### src/rtl/pfd_abl_pkg.sv
package pfd_abl_pkg;

  // Index of the two compared channels.
  typedef enum logic {
    CH_REF = 1'b0,
    CH_FB  = 1'b1
  } pfd_ch_e;

  localparam int unsigned NUM_CH = 2;

  // Overlap length in cycles for a given width code.
  function automatic int unsigned overlap_cycles(input int unsigned code);
    return code + 1;
  endfunction

endpackage

### src/rtl/pfd_rise_det.sv
module pfd_rise_det (
  input  logic clk,
  input  logic rst_n,
  input  logic lvl_i,
  output logic rise_o
);

  logic lvl_q;

  always_ff @(posedge clk) begin
    if (!rst_n) lvl_q <= 1'b0;
    else        lvl_q <= lvl_i;
  end

  assign rise_o = rst_n & lvl_i & ~lvl_q;

endmodule

### src/rtl/pfd_side_ff.sv
module pfd_side_ff (
  input  logic clk,
  input  logic rst_n,
  input  logic rise_i,   // rising edge seen this cycle
  input  logic hold_i,   // both outputs high: overlap window
  input  logic clear_i,  // end of overlap window
  output logic q_o
);

  logic q_q;
  logic pend_q;

  always_ff @(posedge clk) begin
    if (!rst_n) begin
      q_q    <= 1'b0;
      pend_q <= 1'b0;
    end else if (clear_i) begin
      q_q    <= 1'b0;
      pend_q <= pend_q | rise_i;
    end else if (hold_i) begin
      pend_q <= pend_q | rise_i;
    end else begin
      q_q    <= q_q | rise_i | pend_q;
      pend_q <= 1'b0;
    end
  end

  assign q_o = q_q;

  AST_SET_ON_EDGE: assert property (@(posedge clk) disable iff (!rst_n)
    (rise_i && !hold_i && !clear_i) |=> q_o);

  AST_PENDING_APPLIED: assert property (@(posedge clk) disable iff (!rst_n)
    (pend_q && !hold_i && !clear_i) |=> q_o);

  AST_STAYS_HIGH: assert property (@(posedge clk) disable iff (!rst_n)
    (q_o && !clear_i) |=> q_o);

endmodule

### src/rtl/pfd_abl_timer.sv
module pfd_abl_timer #(
  parameter int unsigned SEL_W = 2
) (
  input  logic             clk,
  input  logic             rst_n,
  input  logic             both_i,
  input  logic [SEL_W-1:0] sel_i,
  output logic             clear_o
);

  logic [SEL_W-1:0] cnt_q;

  // The window lasts sel_i + 1 cycles; it clears once the count reaches sel_i.
  assign clear_o = both_i && (cnt_q >= sel_i);

  always_ff @(posedge clk) begin
    if (!rst_n)                 cnt_q <= '0;
    else if (!both_i || clear_o) cnt_q <= '0;
    else                         cnt_q <= cnt_q + SEL_W'(1);
  end

  AST_CNT_IDLE_ZERO: assert property (@(posedge clk) disable iff (!rst_n)
    !both_i |=> (cnt_q == '0) || both_i);

endmodule

### src/rtl/pfd_abl_top.sv
module pfd_abl_top #(
  parameter int unsigned SEL_W = 2
) (
  input  logic             clk,
  input  logic             rst_n,
  input  logic             ref_i,
  input  logic             fb_i,
  input  logic [SEL_W-1:0] abw_sel_i,
  output logic             up_o,
  output logic             dn_o
);
  import pfd_abl_pkg::*;

  localparam int unsigned MAX_DLY = overlap_cycles((1 << SEL_W) - 1);

  logic [NUM_CH-1:0] lvl;
  logic [NUM_CH-1:0] rise;
  logic [NUM_CH-1:0] q;
  logic              both;
  logic              clear;

  assign lvl[CH_REF] = ref_i;
  assign lvl[CH_FB]  = fb_i;
  assign both        = &q;

  for (genvar g = 0; g < NUM_CH; g++) begin : g_ch
    pfd_rise_det u_rise (
      .clk   (clk),
      .rst_n (rst_n),
      .lvl_i (lvl[g]),
      .rise_o(rise[g])
    );
    pfd_side_ff u_side (
      .clk    (clk),
      .rst_n  (rst_n),
      .rise_i (rise[g]),
      .hold_i (both),
      .clear_i(clear),
      .q_o    (q[g])
    );
  end

  pfd_abl_timer #(.SEL_W(SEL_W)) u_timer (
    .clk    (clk),
    .rst_n  (rst_n),
    .both_i (both),
    .sel_i  (abw_sel_i),
    .clear_o(clear)
  );

  assign up_o = q[CH_REF];
  assign dn_o = q[CH_FB];

  // Checker state: length of the current run of overlap cycles.
  logic [SEL_W:0] ovl_run_q;
  always_ff @(posedge clk) begin
    if (!rst_n)            ovl_run_q <= '0;
    else if (up_o && dn_o) ovl_run_q <= ovl_run_q + (SEL_W+1)'(1);
    else                   ovl_run_q <= '0;
  end

  AST_OVERLAP_BOUND: assert property (@(posedge clk) disable iff (!rst_n)
    (up_o && dn_o) |-> (ovl_run_q < (SEL_W+1)'(MAX_DLY)));

  AST_FALL_TOGETHER: assert property (@(posedge clk) disable iff (!rst_n)
    $fell(up_o) |-> $fell(dn_o));

  AST_FALL_TOGETHER_DN: assert property (@(posedge clk) disable iff (!rst_n)
    $fell(dn_o) |-> $fell(up_o));

  AST_RESET_QUIET: assert property (@(posedge clk)
    !rst_n |=> (!up_o && !dn_o));

endmodule

### config.mk
export PLATFORM = sky130hd
export DESIGN_NAME = pfd_abl_top
export DESIGN_NICKNAME = d
export VERILOG_FILES = /design/src/rtl/pfd_abl_pkg.sv /design/src/rtl/pfd_rise_det.sv /design/src/rtl/pfd_side_ff.sv /design/src/rtl/pfd_abl_timer.sv /design/src/rtl/pfd_abl_top.sv
export SDC_FILE = /design/constraint.sdc
export NUM_CORES = 1
export LEC_CHECK = 0
export BUFFER_PORTS_ARGS = -buffer_cell sky130_fd_sc_hd__buf_4
export CAP_MARGIN = 40
export CORE_AREA = 2 2 39 41
export CTS_CLUSTER_DIAMETER = 120
export CTS_CLUSTER_SIZE = 8
export DETAILED_ROUTE_END_ITERATION = 10
export DIE_AREA = 0 0 41 43
export GPL_ROUTABILITY_DRIVEN = 1
export PLACE_DENSITY_LB_ADDON = 0.12
export REMOVE_ABC_BUFFERS = 1
export SETUP_SLACK_MARGIN = 0.5
export SLEW_MARGIN = 25
export SYNTH_ARGS = -nofsm -noshare
export SYNTH_HDL_FRONTEND = slang
export SYNTH_HIERARCHICAL = 1
export SYNTH_SLANG_ARGS = --single-unit
### constraint.sdc
create_clock -name clk -period 3.7 [get_ports clk]
set_input_delay 0.555 -clock clk [delete_from_list [all_inputs] [get_ports clk]]
set_output_delay 0.555 -clock clk [all_outputs]
set_load 0.05 [all_outputs]
==> flow_summary.yaml <==
cells_and_area:
  syn_to_final_growth_pct: 26.12
  n_antenna_cell: 0
  fillers: 150
  layout-drive-gt1-share: 0.4048
  final_net_count: 52
clock_tree:
  cts_max_level: 1
  insertion_delay_ps: 250
  cts.path.max_buffers: 2
  cts_hold_buffers: 0
  cts_resized: 0
  cts_root_buf: "clkbuf_4"
  cts_tree: "built"
  cts.sinks: 8
  path_clk_slew_ps: 50
  postCtsSetupBuffers: 0
  numCtsBuffers: 3
worst_setup_path:
  worstSetupStartpointType: "primary input"
  endpoint_kind: "register"
  cp_data_required_time_ps: 3840
  cp_max_fo: 4
  path_class: "primary input to register"
  critical_path_arrival_ps: 1630
timing:
  finalMaxSlewViolations: 0
  tns_ps: 0
  fmax_mhz: 671.5
  maxSlewHeadroom: 0.8520
  hold_violations: 0
  final-setup-viol-count: 0
  layout_min_cycle_time_ps: 1489
  finalClockSkew_ps: 1.131
  finalCritPeriodShare: 0.4025
  max_slew.worst_pin.slew_ps: 220.2
  rsz0062_at_grt: "false"
synth:
  synth_warnings: 6
  seq_area_frac_synth: 0.4399
  syn_avg_cell_area_um2: 11.38
  synth_area_leaders: "dfxtp_1 44%, nor4b_2 8.2%, ha_1 6.9%"
  ys_ff_latch: 8
  syn_inst: 32
  netlist.area_leader.share: 0.4399
  async_flop_share: 0
  synth_common_cells: "8 x dfxtp_1, 3 x and2_1, 3 x inv_1"
  synthFlopType: "dfxtp_1"
  netlist_area_um2: 364.1
  synth_edf_count: 0
  synth_top_cell_by_area: "dfxtp_1"
  synth.most_common_cell: "dfxtp_1"
  yosysUniqueCellTypes: 14
grt:
  grt_pass1_vias: 281
  overflow: 0
  grt_pass1_wl_mm: 1.117
  busiest_layer: "met2"
  use_met1: 0.1046
  antenna_found_initial: 0
  grt_util_all_layers: 0.09889
  grtUsageMet2: 0.1500
  grt_max_degree: 10
  grtUsageMet3: 0.03141
status:
  status: "complete, no violations"
floorplan:
  io_pins: 8
  core-area_um2: 1384
  dieWidth_um: 41
  dieArea_um2: 1763
  rows: 14
  fp.dieH_um: 43
  start_util: 0.2631
pwr:
  irDropWorstVdd_mv: 0.2063
  power.total_w: 0.0001802
  clockPowerShare: 0.365
  combPwrFrac: 0.130
  internal_power_w: 0.0001372
  p_per_area_nw_per_um2: 392.3
  sw_frac_of_total: 0.2383
  power_switching_w: 0.00004294
  p_leak_nw: 0.2037
  p_seq_frac: 0.505
place:
  dp_hpwl_um: 492
  place_congestion: 0.6656
  port_buffers: 7
route:
  first_iter_violations: 2
  drt-vias-per-instance: 4.569
  routed_wl_um: 604
  via_count: 265
  dr.pass1.iters: 2
  wl_per_cell_um: 10.41
  drc: 0
  drtAntennaViolNets: 0
min_path:
  hold_class: "register to register"
job:
  cap_violations: 0
## layout by cell type, fill, tap and decap left out, drive strengths merged
master,n
clkbuf,3
nor4b,2
buf,7
inv,3
nor2b,2
and2,3
nor4,2
o21a,1
o221a,2
ha,2
xnor2,1
nor3,2
and3b,2
nand2,1
dfxtp,8
a21boi,1
## kinds of logic after synthesis
kind of cell             after synthesis  synth area share
AND/OR/NAND/NOR                       14            0.3230
flip-flops                             8            0.4399
AO/OA/AOI/OAI                          4            0.1134
buffers and inverters                  3           0.03093
adder cells (fa/ha/maj)                2           0.06872
XOR/XNOR                               1           0.02406
## power groups by stage
stage               sequential [W]  combinational [W]  clock (W)
CTS                      0.0000910          0.0000239  0.0000692
detailed placement       0.0000929          0.0000238          0
floorplan                0.0000979         0.00000945          0
finish                   0.0000910          0.0000233  0.0000658
global route             0.0000913          0.0000258  0.0000731
global placement         0.0000928          0.0000231          0
## critical path: stages
cell and delay (ps):
buf_4 70, inv_1 30, ha_1 280, a21boi_2 180, o21a_1 230, o221a_2 280
## final timing paths
kind	startpoint	endpoint	slack, ps	cells after the start
max reg2reg	u_timer/cnt_q[0]$_SDFF_PP0_	g_ch[1].u_side/pend_q$_SDFF_PN0_	2250	6
min reg2reg	u_timer/cnt_q[0]$_SDFF_PP0_	u_timer/cnt_q[0]$_SDFF_PP0_	480	1
min	u_timer/cnt_q[0]$_SDFF_PP0_	u_timer/cnt_q[0]$_SDFF_PP0_	480	1
max	abw_sel_i[1]	g_ch[1].u_side/pend_q$_SDFF_PN0_	2210	6
## flip-flops by register name, indices dropped and copies added, names as in the netlist
name	flops
u_timer/cnt_q	2
g_ch.u_side/pend_q	2
g_ch.u_side/q_o	2
g_ch.u_rise/lvl_q	2
## layer usage
layer  part of all wire  vias up
met5                  0        -
met4              0.013        0
met3              0.020        2
met2               0.52        3
met1               0.44      121
li1                   -      139
## per-stage QoR
| step | hold WS (ps) | instances | util | setup slack (ps) | area [um2] |
|---|---|---|---|---|---|
| 3_3_place_gp | 469.1 | 55 | 0.3156 | 1969 | 436.7 |
| 6_report | 481.1 | 58 | 0.3318 | 2211 | 459.2 |
| 4_1_cts | 485.1 | 58 | 0.3318 | 2205 | 459.2 |
| 3_5_place_dp | 474.7 | 55 | 0.3156 | 1941 | 436.7 |
| 5_1_grt | 509.1 | 58 | 0.3318 | 2152 | 459.2 |
| 2_1_floorplan | 455.3 | 32 | - | 2098 | 364.1 |
## final cells by class
class,instances,area (um2),area share
flip-flops and latches,8,160.2,0.3488
multi-input cells,21,192.7,0.4196
well taps,16,20.02,0.04360
inverters,3,11.26,0.02452
clock buffers,3,22.52,0.04905
repair buffers,7,52.55,0.1144
Note: power is estimated with default switching activity, not from simulation.
